File: src/rtl/bert_pkg.sv
package bert_pkg;

  typedef enum logic [1:0] {
    ST_SEED   = 2'd0,
    ST_VERIFY = 2'd1,
    ST_LOCK   = 2'd2
  } huntState_t;

  // strobes from the control FSM to the datapath, all qualified by bitEn
  typedef struct packed {
    logic loadRx;    // shift the received bit into the generator
    logic freeRun;   // advance the generator with its own prediction
    logic cntBit;    // count one locked bit
    logic cntErr;    // count one locked error
    logic evtSync;   // lock declared this cycle
    logic evtLoss;   // lock dropped this cycle
  } bertStrobe_t;

  localparam int unsigned FLAG_SYNC   = 0;
  localparam int unsigned FLAG_LOSS   = 1;
  localparam int unsigned FLAG_ZEROS  = 2;
  localparam int unsigned FLAG_ONES   = 3;
  localparam int unsigned FLAG_ERROVF = 4;
  localparam int unsigned FLAG_BITOVF = 5;
  localparam int unsigned FLAG_BITERR = 6;

endpackage

File: src/rtl/bert_rx_ctrl.sv
module bert_rx_ctrl
  import bert_pkg::*;
#(
  parameter int unsigned SEED_LEN  = 15,
  parameter int unsigned SYNC_LEN  = 32,
  parameter int unsigned WIN_LEN   = 64,
  parameter int unsigned ERR_LIMIT = 6
) (
  input  logic        clk,
  input  logic        rstN,
  input  logic        bitEn,
  input  logic        mismatch,
  output bertStrobe_t stb,
  output logic        locked
);

  localparam int unsigned SEED_W  = $clog2(SEED_LEN);
  localparam int unsigned MATCH_W = $clog2(SYNC_LEN);
  localparam int unsigned WCNT_W  = $clog2(WIN_LEN + 1);

  huntState_t           stateQ, stateD;
  logic [SEED_W-1:0]    seedQ, seedD;
  logic [MATCH_W-1:0]   matchQ, matchD;
  logic [WIN_LEN-1:0]   histQ, histD;
  logic [WCNT_W-1:0]    winQ, winD, winNext;

  always_comb begin
    stateD  = stateQ;
    seedD   = seedQ;
    matchD  = matchQ;
    histD   = histQ;
    winD    = winQ;
    stb     = '0;
    winNext = winQ + WCNT_W'(mismatch) - WCNT_W'(histQ[WIN_LEN-1]);
    case (stateQ)
      ST_SEED: begin
        if (bitEn) begin
          stb.loadRx = 1'b1;
          if (seedQ == SEED_W'(SEED_LEN - 1)) begin
            stateD = ST_VERIFY;
            seedD  = '0;
            matchD = '0;
          end else begin
            seedD = seedQ + 1'b1;
          end
        end
      end
      ST_VERIFY: begin
        if (bitEn) begin
          if (mismatch) begin
            stateD = ST_SEED;
            seedD  = '0;
          end else begin
            stb.freeRun = 1'b1;
            if (matchQ == MATCH_W'(SYNC_LEN - 1)) begin
              stateD      = ST_LOCK;
              stb.evtSync = 1'b1;
              histD       = '0;
              winD        = '0;
            end else begin
              matchD = matchQ + 1'b1;
            end
          end
        end
      end
      ST_LOCK: begin
        if (bitEn) begin
          stb.freeRun = 1'b1;
          stb.cntBit  = 1'b1;
          stb.cntErr  = mismatch;
          histD       = {histQ[WIN_LEN-2:0], mismatch};
          winD        = winNext;
          if (winNext >= WCNT_W'(ERR_LIMIT)) begin
            stateD      = ST_SEED;
            seedD       = '0;
            stb.evtLoss = 1'b1;
          end
        end
      end
      default: stateD = ST_SEED;
    endcase
  end

  always_ff @(posedge clk or negedge rstN) begin
    if (!rstN) begin
      stateQ <= ST_SEED;
      seedQ  <= '0;
      matchQ <= '0;
      histQ  <= '0;
      winQ   <= '0;
    end else begin
      stateQ <= stateD;
      seedQ  <= seedD;
      matchQ <= matchD;
      histQ  <= histD;
      winQ   <= winD;
    end
  end

  assign locked = (stateQ == ST_LOCK);

  // lock is only entered from verification after the full match run
  p_lock_after_matches_r1: assert property (@(posedge clk) disable iff (!rstN)
    (stateQ == ST_LOCK && $past(stateQ) != ST_LOCK) |->
      ($past(stateQ) == ST_VERIFY && $past(matchQ) == MATCH_W'(SYNC_LEN - 1) && $past(bitEn)));

  // a locked state never holds an error tally at the limit
  p_window_below_limit_r4: assert property (@(posedge clk) disable iff (!rstN)
    (stateQ == ST_LOCK) |-> (winQ < WCNT_W'(ERR_LIMIT)));

  // idle cycles leave the hunt state untouched
  p_idle_holds_state_r11: assert property (@(posedge clk) disable iff (!rstN)
    (!bitEn) |=> ($stable(stateQ) && $stable(seedQ) && $stable(matchQ) && $stable(winQ)));

  // leaving verification for the seed phase never reports a loss event
  p_verify_retry_silent_r2: assert property (@(posedge clk) disable iff (!rstN)
    (stateQ == ST_VERIFY) |-> !stb.evtLoss);

endmodule

File: src/rtl/bert_rx_dp.sv
module bert_rx_dp
  import bert_pkg::*;
#(
  parameter int unsigned LFSR_W  = 15,
  parameter int unsigned TAP_A   = 15,
  parameter int unsigned TAP_B   = 14,
  parameter int unsigned BIT_W   = 32,
  parameter int unsigned ERR_W   = 24,
  parameter int unsigned RUN_LEN = 32
) (
  input  logic             clk,
  input  logic             rstN,
  input  logic             bitEn,
  input  logic             rxBit,
  input  bertStrobe_t      stb,
  input  logic             clrWr,
  input  logic [7:0]       clrMask,
  output logic             mismatch,
  output logic [BIT_W-1:0] bitCnt,
  output logic [ERR_W-1:0] errCnt,
  output logic [7:0]       statQ
);

  localparam int unsigned RUN_W = $clog2(RUN_LEN + 1);

  logic [LFSR_W-1:0] lfsrQ;
  logic              expBit;
  logic              bitWrap, errWrap;
  logic [1:0]        runHit;
  logic [7:0]        evtVec, clrVec;

  assign expBit   = lfsrQ[TAP_A-1] ^ lfsrQ[TAP_B-1];
  assign mismatch = rxBit ^ expBit;

  always_ff @(posedge clk or negedge rstN) begin
    if (!rstN) begin
      lfsrQ <= '0;
    end else if (stb.loadRx) begin
      lfsrQ <= {lfsrQ[LFSR_W-2:0], rxBit};
    end else if (stb.freeRun) begin
      lfsrQ <= {lfsrQ[LFSR_W-2:0], expBit};
    end
  end

  assign bitWrap = stb.cntBit && (&bitCnt);
  assign errWrap = stb.cntErr && (&errCnt);

  always_ff @(posedge clk or negedge rstN) begin
    if (!rstN) begin
      bitCnt <= '0;
      errCnt <= '0;
    end else begin
      if (stb.cntBit) bitCnt <= bitCnt + 1'b1;
      if (stb.cntErr) errCnt <= errCnt + 1'b1;
    end
  end

  // one saturating run detector per polarity: index 0 watches zeros, 1 ones
  for (genvar g = 0; g < 2; g++) begin : g_run
    logic [RUN_W-1:0] runQ;
    assign runHit[g] = bitEn && (rxBit == 1'(g)) && (runQ == RUN_W'(RUN_LEN - 1));
    always_ff @(posedge clk or negedge rstN) begin
      if (!rstN) begin
        runQ <= '0;
      end else if (bitEn) begin
        if (rxBit == 1'(g)) begin
          if (runQ != RUN_W'(RUN_LEN)) runQ <= runQ + 1'b1;
        end else begin
          runQ <= '0;
        end
      end
    end
  end

  always_comb begin
    evtVec              = '0;
    evtVec[FLAG_SYNC]   = stb.evtSync;
    evtVec[FLAG_LOSS]   = stb.evtLoss;
    evtVec[FLAG_ZEROS]  = runHit[0];
    evtVec[FLAG_ONES]   = runHit[1];
    evtVec[FLAG_ERROVF] = errWrap;
    evtVec[FLAG_BITOVF] = bitWrap;
    evtVec[FLAG_BITERR] = stb.cntErr;
  end

  assign clrVec = clrWr ? clrMask : 8'h00;

  always_ff @(posedge clk or negedge rstN) begin
    if (!rstN) statQ <= '0;
    else       statQ <= (statQ & ~clrVec) | evtVec;
  end

  // a set bit only falls when its clear was requested
  p_sticky_until_clear_r9: assert property (@(posedge clk) disable iff (!rstN)
    (($past(statQ) & ~$past(clrVec) & ~statQ) == 8'h00));

  // a wrap of the error counter leaves its overflow flag raised
  p_errwrap_flag_r6: assert property (@(posedge clk) disable iff (!rstN)
    (errCnt == '0 && $past(errCnt) != '0) |-> statQ[FLAG_ERROVF]);

  // the error counter moves only on a locked error strobe
  p_err_only_locked_r3: assert property (@(posedge clk) disable iff (!rstN)
    (errCnt != $past(errCnt)) |-> $past(stb.cntErr));

  // a wrap of the bit counter leaves its overflow flag raised
  p_bitwrap_flag_r5: assert property (@(posedge clk) disable iff (!rstN)
    (bitCnt == '0 && $past(bitCnt) != '0) |-> statQ[FLAG_BITOVF]);

endmodule

File: src/rtl/bert_rx.sv
module bert_rx
  import bert_pkg::*;
#(
  parameter int unsigned BIT_W     = 32,
  parameter int unsigned ERR_W     = 24,
  parameter int unsigned LFSR_W    = 15,
  parameter int unsigned TAP_A     = 15,
  parameter int unsigned TAP_B     = 14,
  parameter int unsigned SYNC_LEN  = 32,
  parameter int unsigned RUN_LEN   = 32,
  parameter int unsigned WIN_LEN   = 64,
  parameter int unsigned ERR_LIMIT = 6
) (
  input  logic             clk,
  input  logic             rstN,
  input  logic             bitEn,
  input  logic             rxBit,
  input  logic             clrWr,
  input  logic [7:0]       clrMask,
  input  logic [7:0]       intEn,
  output logic [BIT_W-1:0] bitCount,
  output logic [ERR_W-1:0] errCount,
  output logic [7:0]       status,
  output logic             locked,
  output logic             irq
);

  bertStrobe_t stb;
  logic        mismatch;

  bert_rx_ctrl #(
    .SEED_LEN (LFSR_W),
    .SYNC_LEN (SYNC_LEN),
    .WIN_LEN  (WIN_LEN),
    .ERR_LIMIT(ERR_LIMIT)
  ) u_ctrl (
    .clk     (clk),
    .rstN    (rstN),
    .bitEn   (bitEn),
    .mismatch(mismatch),
    .stb     (stb),
    .locked  (locked)
  );

  bert_rx_dp #(
    .LFSR_W (LFSR_W),
    .TAP_A  (TAP_A),
    .TAP_B  (TAP_B),
    .BIT_W  (BIT_W),
    .ERR_W  (ERR_W),
    .RUN_LEN(RUN_LEN)
  ) u_dp (
    .clk     (clk),
    .rstN    (rstN),
    .bitEn   (bitEn),
    .rxBit   (rxBit),
    .stb     (stb),
    .clrWr   (clrWr),
    .clrMask (clrMask),
    .mismatch(mismatch),
    .bitCnt  (bitCount),
    .errCnt  (errCount),
    .statQ   (status)
  );

  assign irq = |(status & intEn);

endmodule

File: config.mk
export PLATFORM = sky130hd
export DESIGN_NAME = bert_rx
export DESIGN_NICKNAME = d
export VERILOG_FILES = /design/src/rtl/bert_pkg.sv /design/src/rtl/bert_rx_ctrl.sv /design/src/rtl/bert_rx_dp.sv /design/src/rtl/bert_rx.sv
export SDC_FILE = /design/constraint.sdc
export NUM_CORES = 1
export LEC_CHECK = 0
export ABC_AREA = 1
export BUFFER_PORTS_ARGS = -buffer_cell sky130_fd_sc_hd__buf_4
export CORE_UTILIZATION = 55
export CTS_CLUSTER_DIAMETER = 150
export DETAILED_ROUTE_END_ITERATION = 8
export GPL_ROUTABILITY_DRIVEN = 0
export GPL_TIMING_DRIVEN = 0
export PLACE_DENSITY = 0.81
export SYNTH_ARGS = -nofsm -noshare
export SYNTH_HDL_FRONTEND = slang
export SYNTH_SLANG_ARGS = --single-unit
File: constraint.sdc
create_clock -name clk -period 3.9 [get_ports clk]
set_input_delay 0.195 -clock clk [delete_from_list [all_inputs] [get_ports clk]]
set_output_delay 0.195 -clock clk [all_outputs]
set_load 0.01 [all_outputs]
==> out/metrics.json <==
{
  "cp-end-kind": {"value": "flop"},
  "syn_inst": {"value": 1005},
  "syn_area": {"value": 8374, "unit": "sq um"},
  "netlist-cell-type-count": {"value": 39},
  "die_y": {"value": 125.4, "unit": "microns"},
  "timing.final.setup_violations": {"value": 0},
  "routed_via_density": {"value": 5.131},
  "dpl_cell_area": {"value": 9263, "unit": "sq um"},
  "hold_path_depth": {"value": 4},
  "grt_pass1_vias": {"value": 6294},
  "cpLargestDelayFamily": {"value": "simple AND/OR/NAND/NOR gates"},
  "cp_data_arrival_time": {"value": 3.43, "unit": "ns"},
  "cts.reportedPaths.clkPinSlew": {"value": 0.06, "unit": "ns"},
  "gr-total-overflow": {"value": 0},
  "regToRegSetupSlack": {"value": 0.84, "unit": "ns"},
  "fmaxAchievable": {"value": 0.3268, "unit": "GHz"},
  "rsz0062_at_grt": {"value": "false"},
  "cts.repair_timing.setup_buffer_count": {"value": 0},
  "worst_skew_pair.late_latency": {"value": 0.44, "unit": "ns"},
  "hpwl": {"value": 11650, "unit": "microns"},
  "std_cell_rows": {"value": 44},
  "cts_made_buffers": {"value": 17},
  "drt_first_iter_violations": {"value": 341},
  "seq_area_frac_synth": {"value": 51.70, "unit": "%"},
  "grt_pass1_wl": {"value": 29100, "unit": "microns"},
  "cp.buffers_inverters": {"value": 2},
  "p_leak": {"value": 5.272, "unit": "nW"},
  "worstPathRequired": {"value": 4.27, "unit": "ns"},
  "slowest_stage": {"value": "sky130_fd_sc_hd__dfrtp_1"},
  "min_from": {"value": "clrMask[3]"},
  "detail_route.wl_per_cell": {"value": 12.96, "unit": "microns"},
  "final_net_count": {"value": 1153},
  "die_width": {"value": 125.4, "unit": "microns"},
  "period_needed": {"value": 3.060, "unit": "ns"},
  "max_slew_margin": {"value": 60.36, "unit": "%"},
  "cts_tree": {"value": "built"},
  "grt_start_max_net_pins": {"value": 94},
  "startpoint_of_the_worst_slack_reg_to_reg_timing_path": {"value": "u_dp.lfsrQ[13]$_DFFE_PN0P_"},
  "final_core_utilization": {"value": 67.02, "unit": "%"},
  "worstReg2RegEnd": {"value": "u_ctrl.seedQ[0]$_DFFE_PN0P_"},
  "clkSinkCount": {"value": 173},
  "p_per_area": {"value": 512.4, "unit": "nW/um^2"},
  "drtPass1Iterations": {"value": 7},
  "run_status": {"value": "finished, final reports clean"},
  "cts-root-buf": {"value": "sky130_fd_sc_hd__clkbuf_16"},
  "synthToLayoutAreaGrowth": {"value": 17.65, "unit": "%"},
  "initial_utilization": {"value": 56.97, "unit": "%"},
  "final_cell_area": {"value": 9852, "unit": "sq um"},
  "cts_htree_levels": {"value": 4},
  "worstPathCellList": {"value": "xnor2_1 -> nand2_1 -> nand2_2 -> xor2_1 -> ha_1 -> inv_1 -> fa_1 -> inv_1 -> nand2_1 -> nand2_1 -> nand2_1 -> nand2_1 -> nand2_1 -> nor2_1 -> nand4_1 -> nand2_1 -> nand2_1 -> nand2_1"},
  "antenna_violating_nets_post_route": {"value": 0},
  "antenna_fix_cells": {"value": 0},
  "worstPathMaxFanout": {"value": 8},
  "crit_path_start_kind": {"value": "flop"},
  "maxSlewViolCount": {"value": 0},
  "reg2regPathDepth": {"value": 18},
  "power.ir.vdd_worst": {"value": 0.3595, "unit": "mV"},
  "report.final.hold_viol_count": {"value": 0},
  "clock_tree.buffer_depth": {"value": 2},
  "antenna_found_initial": {"value": 0},
  "timing.max_cap.violations": {"value": 0},
  "syn_avg_cell_area": {"value": 8.333, "unit": "sq um"},
  "critical_path.most_common_cell": {"value": "sky130_fd_sc_hd__nand2_1"},
  "worstHoldPathType": {"value": "input pin to flop"},
  "postSynthNetCount": {"value": 1046},
  "ys_warn_count": {"value": 0},
  "fp.dieArea": {"value": 15720, "unit": "sq um"},
  "synth.ff_latch_count": {"value": 173},
  "finClkSkew": {"value": 0.007348, "unit": "ns"},
  "grtUsageTotal": {"value": 23.12, "unit": "%"},
  "post-route-drc-count": {"value": 0},
  "period_share": {"value": 78.46, "unit": "%"},
  "post_route_cells_drive_above_1_share": {"value": 14.13, "unit": "%"},
  "critical-path-max-stage-delay": {"value": 0.43, "unit": "ns"},
  "core-area": {"value": 14700, "unit": "sq um"},
  "criticalPathCategory": {"value": "flop to flop"},
  "routed-via-count": {"value": 6716},
  "floorplan.io_pins": {"value": 87},
  "buffer_ports.inserted": {"value": 83},
  "routed_wl": {"value": 16970, "unit": "microns"},
  "holdPathEnd": {"value": "u_dp.statQ[3]$_DFF_PN0_"},
  "max_slew.worst_pin.slew": {"value": 0.5946, "unit": "ns"},
  "setup-tns-final": {"value": 0, "unit": "ns"}
}
[power breakdown]
| group | switching (mW) | total (mW) | internal (mW) |
|---|---|---|---|
| Combinational | 0.798 | 1.30 | 0.503 |
| Clock | 0.696 | 1.57 | 0.876 |
| Sequential | 0.179 | 2.17 | 2.00 |
[per-stage QoR]
step / std cells / hold WS, ns / power (mW) / setup WS, ns
floorplan: 1005 / -0.1006 / 3.119 / 1.334
global placement: 1272 / 0.3875 / 3.445 / 0.9534
detailed placement: 1273 / 0.2170 / 3.494 / 0.8969
CTS: 1309 / 0.01485 / 5.079 / 0.8549
global route: 1309 / 0.05418 / 5.381 / 0.4657
finish: 1309 / 0.02600 / 5.048 / 0.8400
[how the worst max path moves through the flow]
stage,startpoint,endpoint,slack [ns],depth (start not counted)
6_report,u_dp.lfsrQ[13]$_DFFE_PN0P_,u_ctrl.seedQ[0]$_DFFE_PN0P_,0.84,18
5_1_grt,u_dp.lfsrQ[13]$_DFFE_PN0P_,u_ctrl.seedQ[3]$_DFFE_PN0P_,0.47,18
4_1_cts,u_dp.lfsrQ[13]$_DFFE_PN0P_,u_ctrl.seedQ[0]$_DFFE_PN0P_,0.85,18
3_5_place_dp,u_dp.lfsrQ[13]$_DFFE_PN0P_,u_ctrl.seedQ[0]$_DFFE_PN0P_,0.90,18
3_3_place_gp,u_dp.lfsrQ[13]$_DFFE_PN0P_,u_ctrl.seedQ[3]$_DFFE_PN0P_,0.95,18
2_1_floorplan,u_dp.lfsrQ[13]$_DFFE_PN0P_,u_ctrl.seedQ[0]$_DFFE_PN0P_,1.33,18
[cell usage in the layout (no fill, tap or decap), types with 6 or more instances in the layout]
cell type                      n
sky130_fd_sc_hd__nand2_1     411
sky130_fd_sc_hd__dfrtp_1     173
sky130_fd_sc_hd__buf_4        83
sky130_fd_sc_hd__inv_1        81
sky130_fd_sc_hd__nand3_1      61
sky130_fd_sc_hd__nor2_1       56
sky130_fd_sc_hd__xor2_1       34
sky130_fd_sc_hd__o21ai_0      23
sky130_fd_sc_hd__xnor2_1      21
sky130_fd_sc_hd__nor3_1       21
sky130_fd_sc_hd__ha_1         19
sky130_fd_sc_hd__nand4_1      18
sky130_fd_sc_hd__clkbuf_16    17
sky130_fd_sc_hd__buf_2        10
sky130_fd_sc_hd__a21oi_1      10
sky130_fd_sc_hd__buf_6         8
sky130_fd_sc_hd__nand2_2       6
sky130_fd_sc_hd__o21ai_1       6
sky130_fd_sc_hd__clkinvlp_4    6
[Yosys cell counts, drive strengths merged]
cell / count / area share, %
a211oi: 1 / 0.090
nor3b: 3 / 0.33
o21ai: 30 / 1.8
ha: 19 / 2.8
a31oi: 1 / 0.075
nand3b: 5 / 0.45
o22ai: 3 / 0.22
buf: 19 / 1.8
nor4: 1 / 0.075
dfrtp: 173 / 52
or2: 3 / 0.22
xnor2: 21 / 2.2
a21boi: 1 / 0.090
nor2: 63 / 3.3
nand4: 18 / 1.3
o31ai: 4 / 0.36
nor3: 22 / 1.4
nand3: 64 / 4.0
and3: 1 / 0.075
fa: 1 / 0.24
o211ai: 1 / 0.090
xor2: 34 / 3.6
a221oi: 2 / 0.21
inv: 82 / 3.7
clkbuf: 4 / 0.18
nand2: 419 / 19
a21oi: 10 / 0.60
[layer usage]
| metal | vias to the layer above | GRT usage [%] | part of all wire, % |
|---|---|---|---|
| met4 | 0 | 8.393 | 2.0 |
| met1 | 3189 | 30.98 | 47 |
| met3 | 23 | 4.792 | 3.8 |
| li1 | 3386 | - | - |
| met2 | 118 | 37.43 | 47 |
| met5 | - | 0 | 0 |
[worst min-delay path: cells and delay by family]
| family | cells | cell delay [ns] |
|---|---|---|
| AND/OR/NAND/NOR | 2 | 0.09 |
| AO/OA/AOI/OAI | 1 | 0.06 |
| buffers and inverters | 1 | 0.07 |
[layout make-up]
cell class	count	area [sq um]
Buffer	23	162.7
Clock buffer	22	484.2
Clock inverter	10	65.06
Fill cell	1179	4847
Inverter	82	307.8
Multi-Input combinational cell	727	3575
Sequential cell	173	4329
Tap cell	184	230.2
Timing Repair Buffer	88	698.2
[cell families after synthesis]
group / after synthesis / share of synthesized area, %
AO/OA/AOI/OAI: 53 / 3.571
flip-flops: 173 / 51.70
AND/OR/NAND/NOR: 599 / 30.29
XOR/XNOR: 55 / 5.752
adder cells (fa/ha/maj): 20 / 3.078
buffers and inverters: 105 / 5.618
[timing repair]
action	4_1_cts	5_1_grt
gates resized for setup	0	0
hold buffers	4	0
hold endpoints to repair	83	0
[sequential cells by signal, indices dropped and copies added, names as in the netlist]
| register | count |
|---|---|
| u_ctrl.histQ | 64 |
| u_ctrl.matchQ | 5 |
| u_ctrl.seedQ | 4 |
| u_ctrl.stateQ | 2 |
| u_ctrl.winQ | 7 |
| u_dp.bitCnt | 32 |
| u_dp.errCnt | 24 |
| u_dp.g_run.runQ | 12 |
| u_dp.lfsrQ | 15 |
| u_dp.statQ | 8 |
(Power assumes the default switching activity.)
